<file path="src/rtl/wdt_pkg.sv">
package wdt_pkg;
  typedef enum logic {
    SRC_SLOW   = 1'b0,
    SRC_SYSDIV = 1'b1
  } wdt_src_e;
endpackage

</file>
<file path="src/rtl/wdt_tick_gen.sv">
module wdt_tick_gen
  import wdt_pkg::*;
#(
  parameter int DIV_W = 2
) (
  input  logic     clk,
  input  logic     rst_n,
  input  wdt_src_e src,
  input  logic     halt,
  input  logic     slow_tick,
  output logic     count_tick
);
  logic [DIV_W-1:0] div_q;
  logic             sys_tick;

  always_ff @(posedge clk or negedge rst_n) begin
    if (!rst_n) div_q <= '0;
    else        div_q <= div_q + 1'b1;
  end

  // Divider keeps running; halt only masks its enable pulse.
  assign sys_tick   = (&div_q) & ~halt;
  assign count_tick = (src == SRC_SYSDIV) ? sys_tick : slow_tick;
endmodule

</file>
<file path="src/rtl/wdt_count_chain.sv">
module wdt_count_chain #(
  parameter int PRE_W = 8,
  parameter int CNT_W = 7
) (
  input  logic           clk,
  input  logic           rst_n,
  input  logic           hold,
  input  logic           restart,
  input  logic           step_in,
  output logic [CNT_W:0] ext_q,
  output logic [CNT_W:0] ext_nxt,
  output logic           ext_step
);
  logic [PRE_W-1:0] pre_q;

  assign ext_step = step_in & (&pre_q);
  assign ext_nxt  = ext_q + 1'b1;

  always_ff @(posedge clk or negedge rst_n) begin
    if (!rst_n) begin
      pre_q <= '0;
      ext_q <= '0;
    end else if (hold || restart) begin
      pre_q <= '0;
      ext_q <= '0;
    end else if (step_in) begin
      pre_q <= pre_q + 1'b1;
      if (ext_step) ext_q <= ext_nxt;
    end
  end
endmodule

</file>
<file path="src/rtl/wdt_tap_mux.sv">
module wdt_tap_mux #(
  parameter int TAPS  = 8,
  parameter int SEL_W = 3
) (
  input  logic [TAPS-1:0]  cur,
  input  logic [TAPS-1:0]  nxt,
  input  logic [SEL_W-1:0] sel,
  output logic             rise
);
  localparam int SLOTS = 2 ** SEL_W;
  logic [SLOTS-1:0] rise_pad;

  for (genvar i = 0; i < SLOTS; i++) begin : g_slot
    if (i < TAPS) begin : g_tap
      assign rise_pad[i] = nxt[i] & ~cur[i];
    end else begin : g_pad
      assign rise_pad[i] = 1'b0;
    end
  end

  assign rise = rise_pad[sel];
endmodule

</file>
<file path="src/rtl/wdt_tap_timer.sv">
module wdt_tap_timer
  import wdt_pkg::*;
#(
  parameter int PRE_W = 8,
  parameter int CNT_W = 7,
  localparam int TAPS  = CNT_W + 1,
  localparam int SEL_W = $clog2(TAPS)
) (
  input  logic             clk,
  input  logic             rst_n,
  input  logic             cfg_enable,
  input  logic             cfg_src_sel,
  input  logic             sys_halt,
  input  logic             slow_tick,
  input  logic [SEL_W-1:0] tap_sel,
  input  logic             clr_strobe,
  output logic             timeout_pulse
);
  logic           count_tick;
  logic           step_in;
  logic           chain_step;
  logic           tap_rise;
  logic           hit;
  logic           restart;
  logic [CNT_W:0] ext_q;
  logic [CNT_W:0] ext_nxt;
  wdt_src_e       src;

  assign src = wdt_src_e'(cfg_src_sel);

  wdt_tick_gen #(.DIV_W(2)) tick_i (
    .clk        (clk),
    .rst_n      (rst_n),
    .src        (src),
    .halt       (sys_halt),
    .slow_tick  (slow_tick),
    .count_tick (count_tick)
  );

  assign step_in = count_tick & cfg_enable;

  wdt_count_chain #(.PRE_W(PRE_W), .CNT_W(CNT_W)) chain_i (
    .clk      (clk),
    .rst_n    (rst_n),
    .hold     (~cfg_enable),
    .restart  (restart),
    .step_in  (step_in),
    .ext_q    (ext_q),
    .ext_nxt  (ext_nxt),
    .ext_step (chain_step)
  );

  wdt_tap_mux #(.TAPS(TAPS), .SEL_W(SEL_W)) mux_i (
    .cur  (ext_q),
    .nxt  (ext_nxt),
    .sel  (tap_sel),
    .rise (tap_rise)
  );

  assign hit     = chain_step & tap_rise;
  assign restart = cfg_enable & (clr_strobe | hit);

  always_ff @(posedge clk or negedge rst_n) begin
    if (!rst_n) timeout_pulse <= 1'b0;
    else        timeout_pulse <= cfg_enable & hit & ~clr_strobe;
  end
endmodule

</file>
<file path="config.mk">
export PLATFORM = sky130hd
export DESIGN_NAME = wdt_tap_timer
export DESIGN_NICKNAME = d
export VERILOG_FILES = /design/src/rtl/wdt_pkg.sv /design/src/rtl/wdt_tick_gen.sv /design/src/rtl/wdt_count_chain.sv /design/src/rtl/wdt_tap_mux.sv /design/src/rtl/wdt_tap_timer.sv
export SDC_FILE = /design/constraint.sdc
export NUM_CORES = 1
export LEC_CHECK = 0
export ABC_AREA = 1
export CORE_MARGIN = 2
export CORE_UTILIZATION = 60
export CTS_CLUSTER_DIAMETER = 150
export DETAILED_ROUTE_END_ITERATION = 8
export PLACE_DENSITY = 0.87
export SETUP_SLACK_MARGIN = 0.05
export SYNTH_ARGS = -nofsm -noshare
export SYNTH_HDL_FRONTEND = slang
export SYNTH_SLANG_ARGS = --single-unit
</file>
<file path="constraint.sdc">
create_clock -name clk -period 3.05 [get_ports clk]
set_input_delay 0.61 -clock clk [delete_from_list [all_inputs] [get_ports clk]]
set_output_delay 0.61 -clock clk [all_outputs]
set_load 0.02 [all_outputs]
</file>
-- Yosys cells after proc, flatten, opt, wreduce, memory -nomap -nowiden
Index checks and enable logic that the tools add are counted.
W data, S select, Z words.
- reductions and logical operators: 6
- $lt $le $gt $ge: 1
- bitwise logic cells: 27
- add/sub/neg operators: 3
- muxes and demuxes: 8
- operators by type and width (cell ; number):
    $mux W8 ; 5
    $add A8 B1 Y8 const B ; 2
    $and A1 B1 Y1 ; 15
    $not A1 Y1 ; 11
    $reduce_and A8 Y1 ; 1
    $lt A3 B4 Y1 const B ; 1
    $reduce_and A2 Y1 ; 2
    $reduce_bool A2 Y1 ; 2
    $bmux W1 S3 ; 1
    $add A2 B1 Y2 const B ; 1
    $mux W1 ; 2
    $logic_or A1 B1 Y1 ; 1
    $or A1 B1 Y1 ; 1
- register bits after elaboration: 19
- word-level logic and storage cells: 49

-- Logic depth before layout (Yosys ltp)
- word-level depth: 11
- depth in mapped cells: 12
- mapped depth without buffers: 12

-- Cells and area by module
From an unflattened synthesis, not the netlist that was laid out.
- cell total of the unflattened synthesis: 164
- area total of the unflattened synthesis: 1186.1 sq um
- modules (own cells, without submodules) (module ; cells an instance ; instances ; seq. area each (sq um) ; area each (sq um)):
    wdt_count_chain ; 120 ; 1 ; 400.4 ; 923.4
    wdt_tap_mux ; 24 ; 1 ; 0.0 ; 112.6
    wdt_tick_gen ; 9 ; 1 ; 50.0 ; 86.3
    wdt_tap_timer ; 11 ; 1 ; 25.0 ; 63.8

-- Worst setup path before layout
No wires, ideal clock.
- path kind: register -> register
- from: register chain_i.ext_q[0]
- to: register chain_i.pre_q[5]
- library setup time: 121 ps
- data required time: 2929 ps
- stages on the path, launching flop included: 13
- data arrival time: 1620 ps
- slack: 1309 ps
- cells stage by stage: dfrtp_1 -> inv_1 -> nor3_1 -> inv_1 -> nor4_1 -> ha_1 -> nand2_1 -> nand3_1 -> nand2_1 -> o21ai_0 -> nand2_1 -> nand2_2 -> nor2_1
- cells in the longest elaborated chain, start to end: 9
- elaborated cells on any way between the ends: 18
- classes of those cells: add/sub: 1; mux: 3; bitwise: 12; reduce/logical: 2
- ends and longest elaborated chain (item ; line ; source):
    start: declaration ; wdt_count_chain.sv:10 ; output logic [CNT_W:0] ext_q,
    start signal: assignment ; wdt_count_chain.sv:28 ; if (ext_step) ext_q <= ext_nxt;
    $add A8 B1 Y8 / $not A1 Y1 (equally long branches) ; wdt_count_chain.sv:17, wdt_tap_mux.sv:15 ;
    $and A1 B1 Y1 ; wdt_tap_mux.sv:15 ; assign rise_pad[i] = nxt[i] & ~cur[i];
    $bmux W1 S3 (*) ; wdt_tap_mux.sv:21 ; assign rise = rise_pad[sel];
    $mux W1 (implied by the code) (*) ; wdt_tap_mux.sv:21 ;
    $and A1 B1 Y1 (*) ; wdt_tap_timer.sv:60 ; assign hit = chain_step & tap_rise;
    $or A1 B1 Y1 (*) ; wdt_tap_timer.sv:61 ; assign restart = cfg_enable & (clr_strobe | hit);
    $and A1 B1 Y1 (*) ; wdt_tap_timer.sv:61 ;
    $logic_or A1 B1 Y1 (*) ; wdt_count_chain.sv:23 ; end else if (hold || restart) begin
    $mux W8 / $reduce_bool A2 Y1 (equally long branches) ; -- ;
    end signal: assignment ; wdt_count_chain.sv:27 ; pre_q <= pre_q + 1'b1;
    end: declaration ; wdt_count_chain.sv:14 ; logic [PRE_W-1:0] pre_q;
Mark *: on every way between the ends. The rest lies on a longest branch, timed or not. The select of a mux whose other input is x is not followed.
A chain may end at the register's enable or synchronous reset.

-- Worst setup path after layout
Same ends and word-level chain as after synthesis.

==> results.sh <==
export IMPL_synth_area_um2=1160
export IMPL_die_x_um=48.0
export IMPL_peakVddDrop_mv=0.306
export IMPL_synth_cell_types=16
export IMPL_cts_reportedPaths_clkPinSlew_ns=0.11
export IMPL_seq_power_share_pct=60.3
export IMPL_p_switching_mw=0.103
export IMPL_crit_path_frequent_cell="nand2_1"
export IMPL_startpoint_type="flip-flop"
export IMPL_fin_crit_sh_pct=70.3
export IMPL_cp_max_fo=8
export IMPL_critPathTopFamily="simple AND/OR/NAND/NOR gates"
export IMPL_setup_viol=0
export IMPL_rows=15
export IMPL_cts_max_path_buffers=2
export IMPL_totalWireLength_um=2190
export IMPL_syn_inst=156
export IMPL_drt_first_pass_iters=4
export IMPL_vias=1013
export IMPL_path_cells="inv_1, nor3_1, inv_1, nor4_1, ha_1, nand2_1, nand3_1, nand2_1, o21ai_0, nand2_1, nand2_2, nor2_1"
export IMPL_yosysSeqAreaShare_pct=40.9
export IMPL_portBuffers=10
export IMPL_antenna_left=0
export IMPL_final_util_pct=74.2
export IMPL_grt_max_degree=20
export IMPL_slowest_delay_ns=0.43
export IMPL_yosysMostFrequentCell="nand2_1"
export IMPL_slew_headroom_pct=45.1
export IMPL_intPower_mw=0.317
export IMPL_core_um2=1780
export IMPL_yosys_most_used_dff="dfrtp_1"
export IMPL_r2r_start="chain_i.ext_q[0]"
export IMPL_combPwrFrac_pct=9.2
export IMPL_antenna_found_initial=0
export IMPL_yosys_area_top_type="dfrtp_1"
export IMPL_ys_top_cells_by_area="dfrtp_1, nand2_1, ha_1"
export IMPL_synthArstFlopShare_pct=100
export IMPL_place_gp_congestion=0.872
export IMPL_insertedDiodeCount=0
export IMPL_avgRoutedWirePerCell_um=11.2
export IMPL_vias_per_cell=5.19
export IMPL_crit_buf_inv=2
export IMPL_worst_pin_slew_ns=0.821
export IMPL_ys_ff_latch=19
export IMPL_drv_slew=0
export IMPL_synth_edff_count=0
export IMPL_setup_tns_final_ns=0
export IMPL_grt_pass1_vias=900
export IMPL_rsz0062_at_grt="false"
export IMPL_hold_class="flip-flop to flip-flop"
export IMPL_synth_top_area_share_pct=40.9
export IMPL_hp_start="tick_i.div_q[0]"
export IMPL_avgSynthCellArea_um2=7.46
export IMPL_overflow=0
export IMPL_synthTopCellsByCount="nand2_1, inv_1, dfrtp_1"
export IMPL_cp_arrival_ns=2.34
export IMPL_drc_errors=0
export IMPL_maxCapViolCount=0
export IMPL_fin_nets=191
export IMPL_ys_warn_count=0
export IMPL_grtUsageTotal_pct=22.9
export IMPL_postCtsSetupBuffers=0
export IMPL_start_util_pct=65.3
export IMPL_cts_tree="done"
export IMPL_dp_hpwl_um=1780
export IMPL_cts_buffers_inserted=3
export IMPL_fin_skew_ns=0.00269
export IMPL_boundaryPins=11
export IMPL_worstSetupEndpointType="flip-flop"
export IMPL_leakagePower_nw=0.687
export IMPL_layout_drive_gt1_share_pct=4.12
export IMPL_power_density_nw_per_um2=317
export IMPL_clk_root_buffer_cell="clkbuf_4"
export IMPL_area_delta_synth_final_pct=13.7
export IMPL_crit_slowest_cell="dfrtp_1"
export IMPL_finalHoldViolCount=0
export IMPL_status="finished clean"
export IMPL_htreeDepth=1
export IMPL_cp_startpoint="chain_i.ext_q[0]"
export IMPL_r2r_setup_slack_ns=0.90
export IMPL_cts_hold_repair_buffers=0
export IMPL_p_clk_share_pct=30.5
export IMPL_cts_resized_gates=0
export IMPL_grt_pass1_wl_um=3660
export IMPL_layout_min_cycle_time_ns=2.15
export IMPL_fp_dieArea_um2=2310
export IMPL_drt_iter0_drc=20
export IMPL_sw_frac_of_total_pct=24.5
export IMPL_crit_required_ns=3.24
export IMPL_clock_latency_ns=0.30
export IMPL_fmax_ghz=0.466
export IMPL_critPathKind="flip-flop to flip-flop"
export IMPL_die_y_um=48.0
export IMPL_cts_sinks=19
export IMPL_synth_nets=176
-- flip-flops by register name, summed over array words and instances (netlist names) --
register,count
chain_i.ext_q,8
timeout_pulse,1
chain_i.pre_q,8
tick_i.div_q,2
-- layer usage --
metal | global-route usage, % | share of wire (%)
met5 | 0 | 0
met4 | 8.65 | 0.96
met3 | 2.64 | 4.1
met2 | 37.9 | 49
met1 | 30.7 | 46
-- layout by cell type (no fill, tap or decap) --
cell type	count
nand2_1	44
clkinv_2	1
o21ai_1	1
clkdlybuf4s50_1	10
nor2_1	18
nor2_2	1
inv_1	30
nand3_1	10
nor3_4	1
ha_1	10
nor3_1	4
nor4_1	2
xnor2_1	3
o21ai_0	2
xor2_1	1
clkbuf_4	3
nand2_2	1
dfrtp_1	19
nand4_1	9
-- stage by stage --
step	hold WS [ns]	power, mW	area (um2)	instances	setup WS [ns]
final	0.439	0.419	1320	195	0.904
after global routing	0.476	0.440	1320	195	0.621
after CTS	0.444	0.424	1320	195	0.897
after detailed placement	0.430	0.297	1290	191	0.775
after global placement	0.413	0.295	1290	191	0.819
after floorplan	0.314	0.275	1160	156	1.31
-- cell type report --
| type | instances | area, um2 |
|---|---|---|
| multi-input cells | 107 | 576 |
| flip-flops and latches | 19 | 475 |
| fillers | 138 | 460 |
| inverters | 30 | 113 |
| repair buffers | 10 | 100 |
| well taps | 25 | 31.3 |
| clock buffers | 3 | 22.5 |
| clock inverters | 1 | 5.00 |
-- kinds of logic (layout without fill, tap and decap cells) --
group                      count (synthesis)  after routing  share of synthesized area, %
DFF                                       19             19                          40.9
AOI/OAI and AO/OA                          3              3                          1.29
and+or+nand+nor                           90             90                          34.4
buffers and inverters                     30             44                          9.68
adders and majority gates                 10             10                          10.8
xor gates and xnor gates                   4              4                          3.01
-- power groups by stage --
stage	clock, mW	combinational (mW)	sequential (mW)
final	0.128	0.0386	0.253
after global routing	0.144	0.0429	0.253
after floorplan	0	0.0174	0.258
after global placement	0	0.0377	0.258
after detailed placement	0	0.0390	0.258
after CTS	0.132	0.0391	0.253
-- worst register-to-register path, cell delays in order (launching register included) --
cell,delay [ns]
dfrtp_1,0.43
inv_1,0.11
nor3_1,0.28
inv_1,0.09
nor4_1,0.21
ha_1,0.19
nand2_1,0.05
nand3_1,0.08
nand2_1,0.07
o21ai_0,0.20
nand2_1,0.09
nand2_2,0.17
nor2_1,0.07
-- path summary, 6_finish.rpt --
| path | end | cells after the start |
|---|---|---|
| hold reg to reg | tick_i.div_q[0] | 1 |
| hold / removal | tick_i.div_q[0] | 1 |
| max in group asynchronous | chain_i.ext_q[1] | 1 |
| min in group asynchronous | chain_i.ext_q[7] | 1 |
| setup / recovery | chain_i.pre_q[5] | 12 |
| setup reg to reg | chain_i.pre_q[5] | 12 |
Note: power is estimated with default switching activity, not from simulation.
